`config.mk`:
```
export PLATFORM = sky130hd
export DESIGN_NAME = pwr_sleep_ctrl
export DESIGN_NICKNAME = d
export VERILOG_FILES = /design/src/rtl/pwr_sleep_pkg.sv /design/src/rtl/sleep_req_filter.sv /design/src/rtl/sleep_seq_fsm.sv /design/src/rtl/pwr_ctrl_drive.sv /design/src/rtl/pwr_sleep_ctrl.sv
export SDC_FILE = /design/constraint.sdc
export NUM_CORES = 1
export LEC_CHECK = 0
export ABC_CLOCK_PERIOD_IN_PS = 4000
export CORE_MARGIN = 3
export CORE_UTILIZATION = 47
export CTS_BUF_LIST = sky130_fd_sc_hd__clkbuf_16
export DETAILED_ROUTE_END_ITERATION = 12
export HOLD_SLACK_MARGIN = 0.1
export PLACE_DENSITY = 0.92
export SLEW_MARGIN = 10
export SYNTH_ARGS = -nofsm -noshare
export SYNTH_HDL_FRONTEND = slang
export SYNTH_SLANG_ARGS = --single-unit
```
`constraint.sdc`:
```
create_clock -name clk_osc -period 4 [get_ports clk_osc]
set_input_delay 0.8 -clock clk_osc [delete_from_list [all_inputs] [get_ports clk_osc]]
set_output_delay 0.8 -clock clk_osc [all_outputs]
set_load 0.05 [all_outputs]
```
`src/rtl/pwr_sleep_pkg.sv`:
```
package pwr_sleep_pkg;

  typedef enum logic [2:0] {
    PS_AWAKE    = 3'd0,
    PS_GATING   = 3'd1,
    PS_IO_DOWN  = 3'd2,
    PS_ASLEEP   = 3'd3,
    PS_IO_UP    = 3'd4,
    PS_UNGATING = 3'd5
  } pwr_state_e;

  // core clock runs only when no buffer can be down
  function automatic logic state_clk_on(input pwr_state_e s);
    return (s == PS_AWAKE) || (s == PS_UNGATING);
  endfunction

  function automatic logic state_bufs_on(input pwr_state_e s);
    return (s != PS_IO_DOWN) && (s != PS_ASLEEP);
  endfunction

endpackage

```
`src/rtl/sleep_req_filter.sv`:
```
module sleep_req_filter #(
  parameter int DEBOUNCE_CYCLES = 4
) (
  input  logic clk,
  input  logic rst_n,
  input  logic pin_async,
  output logic req_o
);
  localparam int CW = (DEBOUNCE_CYCLES > 1) ? $clog2(DEBOUNCE_CYCLES) : 1;
  localparam logic [CW-1:0] LAST = CW'(DEBOUNCE_CYCLES - 1);

  logic          sync_a, sync_b, req_q;
  logic [CW-1:0] run_cnt;

  always_ff @(posedge clk or negedge rst_n) begin
    if (!rst_n) begin
      sync_a  <= 1'b0;
      sync_b  <= 1'b0;
      req_q   <= 1'b0;
      run_cnt <= '0;
    end else begin
      sync_a <= pin_async;
      sync_b <= sync_a;
      if (sync_b == req_q) begin
        run_cnt <= '0;
      end else if (run_cnt == LAST) begin
        req_q   <= sync_b;
        run_cnt <= '0;
      end else begin
        run_cnt <= run_cnt + 1'b1;
      end
    end
  end

  assign req_o = req_q;
endmodule

```
`src/rtl/sleep_seq_fsm.sv`:
```
module sleep_seq_fsm
  import pwr_sleep_pkg::*;
#(
  parameter int ENTRY_SETTLE = 3,
  parameter int EXIT_SETTLE  = 5
) (
  input  logic       clk,
  input  logic       rst_n,
  input  logic       req_i,
  output pwr_state_e state_next_o
);
  localparam int MAXS = (ENTRY_SETTLE > EXIT_SETTLE) ? ENTRY_SETTLE : EXIT_SETTLE;
  localparam int TW   = $clog2(MAXS + 1);
  localparam logic [TW-1:0] ENTRY_LAST = TW'(ENTRY_SETTLE - 1);
  localparam logic [TW-1:0] EXIT_LAST  = TW'(EXIT_SETTLE - 1);

  pwr_state_e    state_q, state_d;
  logic [TW-1:0] dwell_q;

  always_comb begin
    state_d = state_q;
    unique case (state_q)
      PS_AWAKE:    if (req_i) state_d = PS_GATING;
      PS_GATING:   if (dwell_q == ENTRY_LAST) state_d = req_i ? PS_IO_DOWN : PS_UNGATING;
      PS_IO_DOWN:  state_d = req_i ? PS_ASLEEP : PS_IO_UP;
      PS_ASLEEP:   if (!req_i) state_d = PS_IO_UP;
      PS_IO_UP:    if (dwell_q == EXIT_LAST) state_d = PS_UNGATING;
      PS_UNGATING: state_d = PS_AWAKE;
      default:     state_d = PS_AWAKE;
    endcase
  end

  always_ff @(posedge clk or negedge rst_n) begin
    if (!rst_n) begin
      state_q <= PS_AWAKE;
      dwell_q <= '0;
    end else begin
      state_q <= state_d;
      dwell_q <= (state_d != state_q) ? '0 : dwell_q + 1'b1;
    end
  end

  assign state_next_o = state_d;
endmodule

```
`src/rtl/pwr_ctrl_drive.sv`:
```
module pwr_ctrl_drive
  import pwr_sleep_pkg::*;
#(
  parameter int NUM_LINES = 7,
  parameter int NUM_OE    = 16
) (
  input  logic                 clk,
  input  logic                 rst_n,
  input  pwr_state_e           state_next_i,
  output logic                 clk_en_o,
  output logic [NUM_LINES-1:0] bank_n_o,
  output logic [NUM_OE-1:0]    oe_o,
  output logic                 asleep_o,
  output logic                 awake_o
);
  logic bufs_on_d;
  assign bufs_on_d = state_bufs_on(state_next_i);

  always_ff @(posedge clk or negedge rst_n) begin
    if (!rst_n) begin
      clk_en_o <= 1'b1;
      asleep_o <= 1'b0;
      awake_o  <= 1'b1;
    end else begin
      clk_en_o <= state_clk_on(state_next_i);
      asleep_o <= (state_next_i == PS_ASLEEP);
      awake_o  <= (state_next_i == PS_AWAKE);
    end
  end

  for (genvar b = 0; b < NUM_LINES; b++) begin : g_bank
    always_ff @(posedge clk or negedge rst_n) begin
      if (!rst_n) bank_n_o[b] <= 1'b1;
      else        bank_n_o[b] <= bufs_on_d;
    end
  end

  for (genvar p = 0; p < NUM_OE; p++) begin : g_pin
    always_ff @(posedge clk or negedge rst_n) begin
      if (!rst_n) oe_o[p] <= 1'b1;
      else        oe_o[p] <= bufs_on_d;
    end
  end
endmodule

```
`src/rtl/pwr_sleep_ctrl.sv`:
```
module pwr_sleep_ctrl
  import pwr_sleep_pkg::*;
#(
  parameter int NUM_IO_BANKS    = 8,
  parameter int NUM_OE_PINS     = 16,
  parameter int DEBOUNCE_CYCLES = 4,
  parameter int ENTRY_SETTLE    = 3,
  parameter int EXIT_SETTLE     = 5,
  localparam int NUM_BANK_LINES = NUM_IO_BANKS - 1
) (
  input  logic                      clk_osc,
  input  logic                      rst_n,
  input  logic                      sleep_req_pin,
  output logic                      osc_en,
  output logic                      core_clk_en,
  output logic [NUM_BANK_LINES-1:0] bank_sleep_n,
  output logic [NUM_OE_PINS-1:0]    pin_oe,
  output logic                      is_asleep,
  output logic                      is_awake
);
  logic       req_flt;
  pwr_state_e st_next;

  assign osc_en = 1'b1;

  sleep_req_filter #(.DEBOUNCE_CYCLES(DEBOUNCE_CYCLES)) u_filter (
    .clk       (clk_osc),
    .rst_n     (rst_n),
    .pin_async (sleep_req_pin),
    .req_o     (req_flt)
  );

  sleep_seq_fsm #(.ENTRY_SETTLE(ENTRY_SETTLE), .EXIT_SETTLE(EXIT_SETTLE)) u_fsm (
    .clk          (clk_osc),
    .rst_n        (rst_n),
    .req_i        (req_flt),
    .state_next_o (st_next)
  );

  pwr_ctrl_drive #(.NUM_LINES(NUM_BANK_LINES), .NUM_OE(NUM_OE_PINS)) u_drive (
    .clk          (clk_osc),
    .rst_n        (rst_n),
    .state_next_i (st_next),
    .clk_en_o     (core_clk_en),
    .bank_n_o     (bank_sleep_n),
    .oe_o         (pin_oe),
    .asleep_o     (is_asleep),
    .awake_o      (is_awake)
  );
endmodule

```
# ---- Yosys cells after proc, flatten, opt, wreduce, memory -nomap -nowiden
# Index checks and enable logic that the tools add are counted.
dict set report word_totals {
  word_cells 41
  register_bits 15
  in_bits 3
  output_inout_bits 27
  mem_count 0
  rom_bits 0
  ram_bits 0
  latch_bits 0
}
dict set report op_classes {
  order_cmp 0
  bitwise_logic 1
  eq_ne 13
  shift 0
  n_addsub 2
  n_reduce_logical 5
  multipliers 0
  div 0
  n_mux 10
}
# operator count
set ops {}
lappend ops {{$mux 3} 7}
lappend ops {{$pmux 3 s5} 1}
lappend ops {{$eq 3x2->1 const B} 4}
lappend ops {{$eq 3x3->1 const B} 3}
lappend ops {{$logic_not 3->1} 2}
lappend ops {{$ne 3x2->1 const B} 2}
lappend ops {{$mux 2} 2}
lappend ops {{$add 3x1->3 const B} 1}
lappend ops {{$eq 3x1->1 const B} 1}
lappend ops {{$ne 3x3->1} 1}
lappend ops {{$add 2x1->2 const B} 1}
lappend ops {{$eq 2x2->1 const B} 1}
lappend ops {{$reduce_and 2->1} 1}
lappend ops {{$eq 1x1->1} 1}
lappend ops {{$logic_and 1x1->1} 1}
lappend ops {{$logic_or 1x1->1} 1}
lappend ops {{$not 1->1} 1}

# ---- Longest topological paths before layout
dict set report depth {
  word_depth 5
  mapped_depth 6
  mapped_depth_nobuf 6
}

# ---- By module
# From an unflattened synthesis, not the netlist that was laid out.
dict set report hier_totals {
  hier_cells 75
  area_unflattened_um2 828.3
}
# mod seq_area_each_um2 cells_per_inst area_each_um2 n_inst
set modules_own_cells {}
lappend modules_own_cells {sleep_seq_fsm 150.1 31 335.3 1}
lappend modules_own_cells {pwr_ctrl_drive 103.8 32 307.8 1}
lappend modules_own_cells {sleep_req_filter 125.1 10 173.9 1}
lappend modules_own_cells {pwr_sleep_ctrl 0.0 2 11.3 1}

# ---- Least setup slack after synthesis
# OpenSTA, ideal clock, no wires.
dict set report synth_timing {
  path_kind {reg2out}
  startpoint {register u_drive.oe_o[7] (netlist name)}
  endpoint {output bank_sleep_n[1]}
  n_path_buf 1
  arrival_time_ns 1.136
  path_stages_with_launch 2
  slack_ns 2.064
  required_time_ns 3.200
  cell_sequence {dfstp_2 buf_4}
}
# element line
set synth_lines {}
lappend synth_lines {{end, declared} pwr_sleep_ctrl.sv:16} ;# output logic [NUM_BANK_LINES-1:0] bank_sleep_n,

==> metrics.md <==
| Metric | Value |
|---|---|
| Initial antenna violation count | 0 |
| CORE AREA | 1594 µm² |
| Async SR Flop Fraction | 100.0% |
| Synth top area share | 35.40% |
| FF-to-FF path depth | 6 |
| Critical path class | flip-flop to primary output |
| Seq/Total Area, Yosys | 44.69% |
| Hold_buf cts | 0 |
| Drt via density | 4.584 |
| Clock H-tree levels | 1 |
| Setup TNS | 0 ps |
| Number of global-route vias before repair | 469 |
| Crit path time final | 2642 ps |
| Clock buffer depth | 2 |
| Drt first pass iters | 3 |
| 1st-iter DRT viols | 2 |
| Met3 wire len | 177 µm |
| Cts repair resizes | 0 |
| Chip width | 48.49 µm |
| TritonCTS clock tree | built |
| Total routed wirelength | 1.303 mm |
| Peak Freq | 378.5 MHz |
| RSZ-0062 raised after global routing | false |
| Highest routed layer | met4 |
| MaxCap Viol Count | 0 |
| Reg2reg start | u_fsm.dwell_q[0] |
| Drt drc | 0 |
| Slowest cell on crit path | clkdlybuf4s50_1 |
| Final hold vios | 0 |
| Synth warn | 0 |
| CP Cell Sequence | clkdlybuf4s50_1 |
| Total global routing overflow | 0 |
| Syn_area_per_cell | 10.47 µm² |
| Hold wc startpoint | u_filter.sync_a |
| WHS Path Cells | 0 |
| Global-route wire length before repair | 2.132 mm |
| Post-synthesis instance area | 848.3 µm² |
| Synth Flop Type | dfrtp_1 |
| Worst slew pin tran | 632.8 ps |
| Synthesized flop and latch total | 15 |
| Wire per inst | 11.53 µm |
| Worst Setup End Kind | primary output |
| Post-Syn Instances | 81 |
| Cell taking the most area after synthesis | dfrtp_1 |
| Clk Latency, worst-skew pair | 240 ps |
| Top cells by area, synth | dfrtp_1 (35%), buf_4 (20%), dfstp_2 (9.3%) |
| Setup bufs post-CTS | 0 |
| Worst EP arrival | 1840 ps |
| CP max stage delay | 880 ps |
| Via count | 518 |
| Clock Skew | 4.346 ps |
| Tot GR Track Use | 12.36% |
| Share of cells above drive strength 1 | 14.61% |
| DRT antenna net count | 0 |
| Ports | 30 |
| Worst Path Max Fanout | 23 |
| WP depth | 1 |
| Largest net degree at the start of global routing | 24 |
| Critical path origin | u_drive.oe_o[7] |
| Final period util | 66.04% |
| EDFF count, synth | 0 |
| Startpoint types | flip-flop |
| FP Rows | 14 |
| Clock transition at path regs | 50 ps |
| Status | completed |
| DIE AREA | 2351 µm² |
| Sink Count | 15 |
| # setup viols final | 0 |
| Met1 wire length | 533 µm |
| PortBufs | 28 |
| Starting density of the core | 53.22% |
| Bufs and invs on worst path | 1 |
| Synth unique cells | 26 |
| GP Congestion | 0.7486 |
| N_diodes | 0 |
| Nets | 97 |
| Hold WC Path Type | flip-flop to flip-flop |
| Max Slew Vio Count | 0 |
| Post-Synthesis Net Count | 88 |
| Rel. slew slack | 57.68% |
| Die Height | 48.49 µm |
| WP data required | 3200 ps |
| Met2 wire len | 555 µm |
| Clk root buf | clkbuf_16 |
| Cell family with most CP delay | buffers and inverters |
| Area grow syn2layout | 25.07% |
| TritonCTS buffer count | 3 |
| Dpl hpwl | 1.011 mm |
## path summary, 6_finish.rpt
kind | to | slack [ps]
worst min-delay path | u_filter.sync_b | 360
max in group asynchronous | u_fsm.state_q[0] | 2640
min in group asynchronous | u_drive.asleep_o | 950
worst min register to register | u_filter.sync_b | 360
worst max register to register | u_fsm.dwell_q[2] | 2470
worst max-delay path | pin_oe[11] | 1360
## synthesized netlist by cell type (2+ instances only)
master    count
ha_1          4
nor2_1        3
dfstp_2       3
inv_1         6
a211oi_1      3
buf_4        23
dfrtp_1      12
xnor2_1       2
a21oi_1       2
nand2_1       7
## state kept, by name (all words and copies together), names as in the netlist
name              cells
u_filter.sync_a       1
u_filter.run_cnt      2
u_fsm.state_q         3
u_drive.awake_o       1
u_filter.req_o        1
u_filter.sync_b       1
u_drive.oe_o          1
u_drive.clk_en_o      1
u_fsm.dwell_q         3
u_drive.asleep_o      1
## cell usage in the layout (no fill, tap or decap)
cell type        instances
clkdlybuf4s50_1         28
dfrtp_1                 12
nand2_1                  7
inv_1                    6
ha_1                     4
nor2_1                   3
a211oi_1                 3
clkbuf_16                3
dfstp_2                  3
a21oi_1                  2
xnor2_1                  2
nor2b_4                  1
or3b_1                   1
a21oi_2                  1
and4_4                   1
o32ai_4                  1
o31ai_1                  1
inv_2                    1
o21ai_0                  1
nor3_1                   1
and3_1                   1
o21ai_1                  1
o211ai_1                 1
nor2b_1                  1
mux2_2                   1
conb_1                   1
clkinv_2                 1
## final cells by class
cell class,count,area (µm²)
Fill cell,109,533.0
Sequential cell,15,379.1
Timing Repair Buffer,28,280.3
Multi-Input combinational cell,35,265.3
Clock buffer,3,75.07
Tap cell,24,30.03
Inverter,7,26.28
Clock inverter,1,5.005
## logic make-up after synthesis
| group | count (synthesis) | synth area share [%] |
|---|---|---|
| fa+ha+maj | 4 | 5.900 |
| buf+inv | 31 | 24.04 |
| mux | 1 | 1.327 |
| xor+xnor | 2 | 2.065 |
| compound gates | 11 | 11.06 |
| other cells | 1 | 0.4421 |
| flops | 15 | 44.69 |
| simple gates | 16 | 10.47 |
## layer usage
metal / global-route usage, % / vias up
li1: - / 254
met1: 11.86 / 227
met2: 20.18 / 32
met3: 6.748 / 5
met4: 8.531 / 0
met5: 0 / -
## worst register-to-register path: cells and delay by family, from the launching register on
family | cells | cell delay (ps)
DFF | 1 | 390
and+or+nand+nor | 2 | 420
buffers and inverters | 1 | 100
adders and majority gates | 1 | 160
AOI/OAI and AO/OA | 2 | 360
## through the flow
stage          setup WS, ps  hold WS (ps)  instances  instance area [µm²]  utilization (%)
3_3_place_gp           1652         331.5        109                980.9            61.54
6_report               1358         363.9        113                 1061            66.56
5_1_grt                1276         370.5        113                 1061            66.56
3_5_place_dp           1604         341.1        109                980.9            61.54
2_1_floorplan          2064         331.2         81                848.3                -
4_1_cts                1335         364.3        113                 1061            66.56
Power is not shown: default switching activity piles up to over one toggle a cycle in this logic, so the estimate is an artifact.
